==> src/rtl/uart_rx_queue.sv <==
module uart_rx_queue #(
  parameter int DW     = 8,
  parameter int DEPTH  = 16,
  parameter int FLEN_W = 4
) (
  input  logic                       clk,
  input  logic                       rst_n,
  input  logic                       push,
  input  logic [DW-1:0]              push_data,
  input  logic                       pop,
  input  logic                       trig_we,
  input  logic [1:0]                 trig_code,
  input  logic                       fifo_clr,
  input  logic                       bit_tick,
  input  logic [FLEN_W-1:0]          frame_len,
  output logic [DW-1:0]              rd_data,
  output logic [$clog2(DEPTH):0]     count,
  output logic                       empty,
  output logic                       overrun,
  output logic                       level_hit,
  output logic                       char_timeout
);
  localparam int PW = $clog2(DEPTH);
  localparam int CW = PW + 1;
  localparam int IW = FLEN_W + 2;

  logic [DW-1:0] mem [DEPTH];
  logic [PW-1:0] wp, rp;
  logic [1:0]    trig_q;
  logic [IW-1:0] idle, limit;
  logic [CW-1:0] thresh;
  logic          full, take, give, access;

  assign full   = (count == CW'(DEPTH));
  assign empty  = (count == '0);
  assign give   = pop && !empty;
  assign take   = push && (!full || give);
  assign access = take || give;
  assign rd_data = mem[rp];
  assign limit  = {frame_len, 2'b00};

  always_comb begin
    case (trig_q)
      2'b00:   thresh = CW'(1);
      2'b01:   thresh = CW'(4);
      2'b10:   thresh = CW'(8);
      default: thresh = CW'(14);
    endcase
  end
  assign level_hit = (count >= thresh);

  always_ff @(posedge clk) begin
    if (take) mem[wp] <= push_data;
  end

  always_ff @(posedge clk or negedge rst_n) begin
    if (!rst_n) begin
      wp <= '0; rp <= '0; count <= '0; overrun <= 1'b0;
    end else if (fifo_clr) begin
      wp <= '0; rp <= '0; count <= '0; overrun <= 1'b0;
    end else begin
      if (take) wp <= (wp == PW'(DEPTH-1)) ? '0 : wp + 1'b1;
      if (give) rp <= (rp == PW'(DEPTH-1)) ? '0 : rp + 1'b1;
      if (take && !give)      count <= count + 1'b1;
      else if (give && !take) count <= count - 1'b1;
      if (push && !take) overrun <= 1'b1;
    end
  end

  always_ff @(posedge clk or negedge rst_n) begin
    if (!rst_n)       trig_q <= 2'b11;
    else if (trig_we) trig_q <= trig_code;
  end

  always_ff @(posedge clk or negedge rst_n) begin
    if (!rst_n) begin
      idle <= '0; char_timeout <= 1'b0;
    end else if (fifo_clr) begin
      idle <= '0; char_timeout <= 1'b0;
    end else begin
      if (give) char_timeout <= 1'b0;
      if (access || empty) begin
        idle <= '0;
      end else if (bit_tick && idle < limit) begin
        idle <= idle + 1'b1;
        if (idle + 1'b1 >= limit) char_timeout <= 1'b1;
      end
    end
  end


  count_range_chk: assert property (@(posedge clk) disable iff (!rst_n)
    count <= CW'(DEPTH));

  push_inc_chk: assert property (@(posedge clk) disable iff (!rst_n)
    (push && !full && !pop && !fifo_clr) |=> count == $past(count) + 1'b1);

  ovf_flag_chk: assert property (@(posedge clk) disable iff (!rst_n)
    (push && full && !pop && !fifo_clr) |=> overrun && count == CW'(DEPTH));

  empty_no_to_chk: assert property (@(posedge clk) disable iff (!rst_n)
    empty |-> !char_timeout);

  pop_clears_to_chk: assert property (@(posedge clk) disable iff (!rst_n)
    (pop && !empty) |=> !char_timeout);

  clr_chk: assert property (@(posedge clk) disable iff (!rst_n)
    fifo_clr |=> (count == '0 && !char_timeout && !overrun));
endmodule

==> config.mk <==
export PLATFORM = sky130hd
export DESIGN_NAME = uart_rx_queue
export DESIGN_NICKNAME = d
export VERILOG_FILES = /design/src/rtl/uart_rx_queue.sv
export SDC_FILE = /design/constraint.sdc
export NUM_CORES = 1
export LEC_CHECK = 0
export BUFFER_PORTS_ARGS = -buffer_cell sky130_fd_sc_hd__buf_2
export CAP_MARGIN = 20
export CORE_MARGIN = 5
export CORE_UTILIZATION = 65
export CTS_CLUSTER_SIZE = 25
export DETAILED_ROUTE_END_ITERATION = 10
export PLACE_DENSITY_LB_ADDON = 0.2
export SLEW_MARGIN = 20
export SYNTH_ARGS = -nofsm -noshare
export SYNTH_HDL_FRONTEND = slang
export SYNTH_SLANG_ARGS = --single-unit
==> constraint.sdc <==
create_clock -name clk -period 6.65 [get_ports clk]
set_clock_uncertainty 0.1 [all_clocks]
set_input_delay 1.995 -clock clk [delete_from_list [all_inputs] [get_ports clk]]
set_output_delay 1.995 -clock clk [all_outputs]
set_load 0.05 [all_outputs]
== Yosys cells after proc, flatten, opt, wreduce, memory -nomap -nowiden ==
Memory sizes are Yosys's and may differ from the RTL's.
Cells that the tools add are included.

* Bits in registers: 23
* Bits in latches: 0
* Bits in writable memories: 128
* Memory bits (read-only): 0
* Output and inout port bits: 17
* Word-level logic and storage cells: 63
* Memories kept: 1

* Add/subtract/negate cells: 5
* $mul: 0
* Divide/modulo/power cells: 0
* $lt $le $gt $ge: 3
* Eq/ne operators: 5
* Shift operators: 0
* Mux-type cells: 22
* Bitwise logic cells: 0
* Reduce and logical (&&, ||, !) cells: 20

{| class="wikitable"
|+ Memory list
! name !! words !! width !! rd ports !! clocked after Yosys merged registers in !! write ports !! line !! text
|-
| mem || 16 || 8 || 1 || 0 || 1 || 27 || <nowiki>logic [DW-1:0] mem [DEPTH];</nowiki>
|}

{| class="wikitable"
|+ Operators by type and width
! operator !! count
|-
| 4-bit two-way mux || 6
|-
| 6-bit two-way mux || 3
|-
| 5-bit two-way mux || 3
|-
| 4-bit case mux with 3 select lines || 1
|-
| 1-bit two-way mux || 9
|-
| 4-bit by 1-bit adder with 4-bit output (second input constant) || 2
|-
| 4-bit equality test (second input constant) || 2
|-
| 6-bit by 1-bit adder with 6-bit output (second input constant) || 1
|-
| 6-bit >= comparator || 1
|-
| 1-bit logical AND || 6
|-
| 6-bit < comparator || 1
|-
| 2-bit nonzero test || 3
|-
| 3-bit nonzero test || 2
|-
| 5-bit by 1-bit adder with 5-bit output (second input constant) || 1
|-
| 5-bit equality test (second input constant) || 1
|-
| 5-bit >= comparator || 1
|-
| 5-bit logical NOT || 1
|-
| 5-bit by 1-bit subtractor with 5-bit output (second input constant) || 1
|-
| 1-bit logical NOT || 4
|-
| 1-bit logical OR || 3
|-
| 2-bit by 1-bit equality test with 1-bit output (second input constant) || 1
|-
| 2-bit equality test (second input constant) || 1
|-
| 2-bit logical NOT || 1
|}

== Logic depth before layout (Yosys ltp) ==
Gate-level depths: netlist of run 1.

* Word-level depth: 10
* Gate-level depth with buffers: 10
* Depth with buffers taken out: 10

== Worst setup path after synthesis of run 1 ==
OpenSTA, ideal clock, no wires.

* Kind: input to register
* Start: input port pop
* End: register count[4]
* Library setup time: 119 ps
* Arrival time: 4200 ps
* Required time: 6431 ps
* Path slack: 2231 ps
* Cell stages on the path: 10
* Buffers on the path: 1
* Path through: and2b_2 > a21boi_2 > clkbuf_1 > nand2_1 > fa_1 > a21o_1 > a21oi_1 > mux2i_1 > nor2_1 > o21a_1

* Word-level cells in the longest chain between the ends: 6
* Elaborated cells on any way between the ends: 10
* Classes of those cells: mux (2); reduce/logical (8)

{| class="wikitable"
|+ RTL lines
! what !! line !! text
|-
| from (decl) || 10 || <nowiki>input logic pop,</nowiki>
|-
| 1-bit logical AND (*) || 36 || <nowiki>assign give = pop && !empty;</nowiki>
|-
| 1-bit logical OR || 37 || <nowiki>assign take = push && (!full || give);</nowiki>
|-
| 1-bit logical AND || 37 ||
|-
| 1-bit logical AND / 1-bit logical NOT (equally long branches) || 64, 65 ||
|-
| 5-bit two-way mux / 1-bit logical AND (equally long branches) || 64, 65 ||
|-
| 5-bit two-way mux / 3-bit nonzero test (equally long branches) || - ||
|-
| to (signal assigned) || 64 || <nowiki>if (take && !give) count <= count + 1'b1;</nowiki>
|-
| to (signal assigned) || 65 || <nowiki>else if (give && !take) count <= count - 1'b1;</nowiki>
|-
| to (decl) || 17 || <nowiki>output logic [$clog2(DEPTH):0] count,</nowiki>
|}

Every way passes the cells marked *; elsewhere a longest branch is shown, timed or not.
A chain may end at the register's enable or synchronous reset.

== Worst setup path after layout of run 1 ==
* Start: register rp[1]
* End: output port rd_data[5]

* Word-level cells in the longest chain between the ends: 1

{| class="wikitable"
|+ RTL lines
! what !! line !! text
|-
| from (decl) || 28 || <nowiki>logic [PW-1:0] wp, rp;</nowiki>
|-
| from (signal assigned) || 63 || <nowiki>if (give) rp <= (rp == PW'(DEPTH-1)) ? '0 : rp + 1'b1;</nowiki>
|-
| memory read 16 x 8 bit || - ||
|-
| to (decl) || 16 || <nowiki>output logic [DW-1:0] rd_data,</nowiki>
|}

No other way between the ends.

==> out/metrics.yaml, run 1 <==
status: "finished clean"
cts_buffers: 17
yosysSeqAreaShare_pct: 66.1
pin_count: 38
yosys.area.top_type: "edfxtp_1"
wl_per_cell_um: 20.9
cts_tree: "built"
clkSlewWorstSetupHoldPaths_ns: 0.06
synthDistinctLibCells: 48
totalWireLength_um: 13100
multi_input_area_sq_um: 2160
dieArea_sq_um: 12400
leakage_nw: 2.77
syn_area_sq_um: 6690
ant_nets: 0
yosysTopAreaCellShare_pct: 57.4
relSlewSlack_pct: 28.2
regArea_sq_um: 4420
max_freq_ghz: 0.192
clk_latency_ns: 0.53
mostFrequentLayoutCells: "edfxtp_1 (128), buf_2 (37), nand2_1 (30)"
fin_crit_sh_pct: 78.4
worstHoldPathType: "register to register"
die_y_um: 111
finalHoldViolCount: 0
grt.overflow.total: 0
r2r-start: "count[0]$_DFFE_PN0P_"
power_density_nw_per_um2: 335
ys.flop_type: "edfxtp_1"
critical_path_class: "register to output port"
crit_arrival_ns: 3.12
synth_edf_count: 128
grt_usage_pct: 22.4
hold_path_depth: 2
yosys_register_bits: 151
coreArea_sq_um: 10200
initialDrtViolationCount: 275
drv_slew: 0
holdWs_ns: 0.408
rsz0062_at_grt: "false"
timing.final.crit_period_ns: 5.22
hold_buffers: 0
hold_path_end: "overrun$_DFFE_PN0P_"
fillers: 674
reg2reg_depth: 10
htreeDepth: 4
r2r_end: "count[4]$_DFFE_PN0P_"
place_hpwl_um: 8340
async_flop_share_pct: 15.2
grt_max_degree: 38
grt_pass1_wl_um: 21000
end_kind: "output port"
drc: 0
initial_utilization_pct: 65.7
portBuffers: 37
cts-root-buf: "clkbuf_8"
crit_required_ns: 4.55
antenna_found_initial: 0
crit_fanout: 22
diodes: 0
final_common_cell: "edfxtp_1"
final.setup.tns_ns: 0
drive_gt1_share_pct: 22.1
ir_worst_vdd_mv: 0.315
grt_pass1_vias: 3781
place_congestion: 0.835
synthCells: 438
fin_nets: 521
area_growth_pct: 12.6
cts_resized: 0
std_cell_rows: 37
clock-sinks: 151
setup_viol: 0
die_x_um: 111
hold_start: "overrun$_DFFE_PN0P_"
vias: 3847
routed_via_density: 6.17
startpoint_type: "register"
yosys_warnings: 0
post_cts_buffers: 0
syn-num-nets: 482
syn_avg_cell_area_sq_um: 15.3
maxCapViolCount: 0
synthTopCellsByArea: "edfxtp_1 (57%), dfrtp_1 (7.9%), mux4_2 (5.4%)"
max-clock-path-buffers: 2
ff2ff_setup_slack_ns: 3.39
drt-pass1-iter-count: 7
worstMarginPinSlew_ns: 1.07
metal layers:
metal	track usage [%]	up-vias	part of all wire, %
li1	-	1766	-
met1	32.2	1927	44
met2	34.7	135	48
met3	4.62	19	5.7
met4	7.70	0	1.6
met5	0	-	0
cell usage after synthesis, drive strengths merged, types with 2 or more instances:
master	number
inv	10
a21oi	20
nor3	4
a41oi	2
nand2b	4
edfxtp	128
a221oi	9
and4	3
xnor2	4
nand2	31
and2b	3
xor2	9
and3	9
nor2b	3
nor2	23
o21ai	24
nand3	5
ha	22
mux2	12
dfstp	2
dfrtp	21
and2	6
a22oi	8
mux2i	26
clkbuf	11
a31oi	2
mux4	16
buf	7
flip-flops by register name, indices dropped and copies added, names as in the netlist:
signal        cells
char_timeout      1
count             5
idle              6
mem             128
overrun           1
rp                4
trig_q            2
wp                4
how the worst max path moves through the flow:
stage                                  from              endpoint  slack, ns
after detailed placement                pop  count[4]$_DFFE_PN0P_       1.82
after floorplan                         pop  count[4]$_DFFE_PN0P_       2.23
after global placement                  pop  count[4]$_DFFE_PN0P_       1.95
after CTS                 rp[1]$_DFFE_PN0P_            rd_data[2]       1.46
after global routing      rp[1]$_DFFE_PN0P_            rd_data[0]       1.27
final                     rp[1]$_DFFE_PN0P_            rd_data[5]       1.43
metrics by stage:
step | worst slack [ns] | instance area, sq um | total power [W] | util, % | cells
floorplan | 2.23 | 6690 | 0.00154 | - | 438
global placement | 1.95 | 6990 | 0.00166 | 68.7 | 594
detailed placement | 1.82 | 7000 | 0.00167 | 68.7 | 594
CTS | 1.46 | 7540 | 0.00254 | 74.0 | 624
global route | 1.27 | 7540 | 0.00263 | 74.0 | 624
finish | 1.43 | 7540 | 0.00253 | 74.0 | 624
logic make-up after synthesis:
kind of cell / synth area share (%)
adder cells (fa/ha/maj): 4.41
multiplexers: 11.5
AND/OR/NAND/NOR: 7.12
XOR/XNOR: 1.70
buffers and inverters: 1.68
flip-flops: 66.1
AO/OA/AOI/OAI: 7.48
final cells by class:
| cell class | count | share of cell area, % |
|---|---|---|
| clock buffer | 18 | 5.54 |
| clock inverter | 12 | 1.61 |
| inverter | 10 | 0.498 |
| multi-input combinational | 259 | 28.7 |
| sequential | 151 | 58.7 |
| tap | 136 | 2.26 |
| timing repair buffer | 38 | 2.72 |
report_power, final:
part | switching [W] | internal, W
combinational | 0.000316 | 0.000210
clock | 0.000376 | 0.000497
sequential | 0.0000706 | 0.00106
total | 0.000762 | 0.00177
critical path, stage by stage, from the launching register on:
cell and delay [ns]:
dfrtp_1 0.74, nor2b_1 0.99, a221oi_1 0.31, a22oi_1 0.24, nand2_1 0.09, buf_2 0.22
No activity file was read; power rests on OpenSTA's default activity.
==> run 2: changes to the inputs <==
Settings changed: CORE_UTILIZATION 65 to 61.
Clock period 6.65 ns to 4.9 ns, I/O delays scaled along.
==> run 2 against run 1 <==
  * Setup slack lost 0.98 ns
  * Total power grew 36%
  * Register-to-register slack lost 1.7 ns
  * Highest routed layer unchanged
  * Global-route usage shrank 0.76 points
  * Largest cell class unchanged
  * Critical endpoint is now rd_data[7]
  * Combinational power grew 37%
  * Via count grew 0.26%
  * Clock power grew 36%
  * Wire length shrank 0.61%
==> out/metrics.yaml, run 2 (synthesis results as in run 1) <==
grt_usage_pct: 21.6  # -0.76 points
worstHoldPathType: "register to register"
grt.overflow.total: 0  # unchanged
coreArea_sq_um: 10800  # +6.0%
crit_chain: "nor2b_1 > buf_4 > a221oi_1 > o21ai_0 > nand2_1 > buf_2"
mostFrequentLayoutCells: "edfxtp_1 (128), buf_2 (37), nand2_1 (30)"
cts_tree: "built"
ff2ff_setup_slack_ns: 1.67  # -1.72 ns
drive_gt1_share_pct: 22.1  # about the same
critical_path_class: "register to output port"
status: "finished clean"
critical_path.slowest_cell: "dfrtp_1"
fin_nets: 524  # +0.58%
die_x_um: 115  # +2.9%
maxCapViolCount: 0  # unchanged
clk_latency_ns: 0.52  # about the same
crit_fanout: 22  # unchanged
path_buf_inv: 2  # +1
totalWireLength_um: 13000  # -0.61%
final.setup.tns_ns: 0  # unchanged
timing.final.crit_period_ns: 4.45
drc: 0  # unchanged
hold_path_depth: 2  # unchanged
cp_num_cells: 6  # +1
crit_family: "flip-flops"
cts_resized: 0  # unchanged
area_growth_pct: 13.1
regArea_sq_um: 4420  # unchanged
rsz0062_at_grt: "false"
worstMarginPinSlew_ns: 1.02  # -0.0495 ns
place_hpwl_um: 8320  # -0.29%
power_density_nw_per_um2: 455  # +36%
std_cell_rows: 38  # +2.7%
place_congestion: 0.820  # -1.7%
largest_reg_flops: 128  # unchanged
final_common_cell: "edfxtp_1"
post_cts_buffers: 0  # unchanged
grt_max_degree: 32  # -16%
antenna_found_initial: 0  # unchanged
hold_buffers: 0  # unchanged
wl_per_cell_um: 20.5  # -2.0%
reg2reg_depth: 10  # unchanged
diodes: 0  # unchanged
ant_nets: 0  # unchanged
clkSlewWorstSetupHoldPaths_ns: 0.06  # about the same
pin_count: 38  # unchanged
dieArea_sq_um: 13200  # +6.0%
die_y_um: 115  # +2.9%
finalHoldViolCount: 0  # unchanged
grt_pass1_wl_um: 21000  # +0.17%
initial_utilization_pct: 62.0  # -3.7 points
end_kind: "output port"
regMostFlops: "mem"
clock-sinks: 151  # unchanged
leakage_nw: 2.80  # +0.96%
vias: 3857  # +0.26%
multi_input_area_sq_um: 2160  # -0.23%
drt-pass1-iter-count: 5  # -2
setup_viol: 0  # unchanged
cts-root-buf: "clkbuf_8"
max-clock-path-buffers: 2  # unchanged
crit_required_ns: 3.33  # -1.22 ns
max_freq_ghz: 0.225
initialDrtViolationCount: 267  # -2.9%
portBuffers: 37  # unchanged
fillers: 715  # +6.1%
startpoint_type: "register"
crit_arrival_ns: 2.88  # -0.24 ns
drv_slew: 0  # unchanged
relSlewSlack_pct: 31.7  # +3.4 points
htreeDepth: 4  # unchanged
top_regs: "mem: 128 flops, idle: 6 flops, count: 5 flops"
routed_via_density: 6.09  # -1.2%
crit_path_max_incr_delay_ns: 1.01  # +0.02 ns
grt_pass1_vias: 3845  # +1.7%
fin_crit_sh_pct: 90.8
fin_util_pct: 70.1  # -3.9 points
ir_worst_vdd_mv: 0.355  # +13%
cts_buffers: 17  # unchanged
run 2: changes by cell type in the layout (fill, tap and decap cells not counted):
cell	previous run	this run
buf_4	0	3
clkinv_4	3	4
clkinvlp_4	4	1
clkinv_1	0	2
nor3_1	3	4
inv_8	0	1
clkinv_2	0	1
inv_6	4	3
clkbuf_1	1	2
nor3_2	1	0
run 2: final timing paths:
path,from,to
min in group asynchronous,rst_n,count[3]$_DFFE_PN0P_
worst min register to register,overrun$_DFFE_PN0P_,overrun$_DFFE_PN0P_
worst max-delay path,rp[1]$_DFFE_PN0P_,rd_data[7]
worst min-delay path,overrun$_DFFE_PN0P_,overrun$_DFFE_PN0P_
worst max register to register,count[0]$_DFFE_PN0P_,count[4]$_DFFE_PN0P_
max in group asynchronous,rst_n,rp[0]$_DFFE_PN0P_
run 2: final cells by class:
| type | count | share of cell area, % |
|---|---|---|
| clock buffers | 19 | 5.57 |
| clock inverters | 13 | 1.62 |
| inverters | 10 | 0.496 |
| multi-input cells | 259 | 28.5 |
| flip-flops and latches | 151 | 58.5 |
| well taps | 140 | 2.32 |
| repair buffers | 41 | 3.01 |
run 2: worst min-delay path, cell delays in order (launching register included):
cell and delay, ns:
dfrtp_1 0.35, a31oi_1 0.05, nor2_1 0.08
run 2: metrics by stage:
stage          hold slack (ns)  setup WS, ns  cells  area [sq um]  total power, W
6_report                 0.410         0.449    633          7560         0.00344
2_1_floorplan            0.390          1.01    438          6690         0.00209
3_5_place_dp             0.391         0.870    601          7020         0.00227
4_1_cts                  0.405         0.424    633          7560         0.00346
3_3_place_gp             0.388         0.987    601          7020         0.00225
5_1_grt                  0.436         0.239    633          7560         0.00359
run 2: layer usage:
| layer | part of all wire, % | up-vias | global-route usage [%] |
|---|---|---|---|
| met5 | 0 | - | 0 |
| met4 | 1.4 | 0 | 6.73 |
| met3 | 6.2 | 13 | 5.21 |
| met2 | 49 | 130 | 34.2 |
| met1 | 43 | 1943 | 30.2 |
| li1 | - | 1771 | - |
run 2: where the power goes:
part / leakage, nW / internal, W / switching, W
Sequential: 1.46 / 0.00144 / 0.0000902
Clock: 0.264 / 0.000680 / 0.000515
Combinational: 1.07 / 0.000286 / 0.000435
Total: 2.80 / 0.00240 / 0.00104
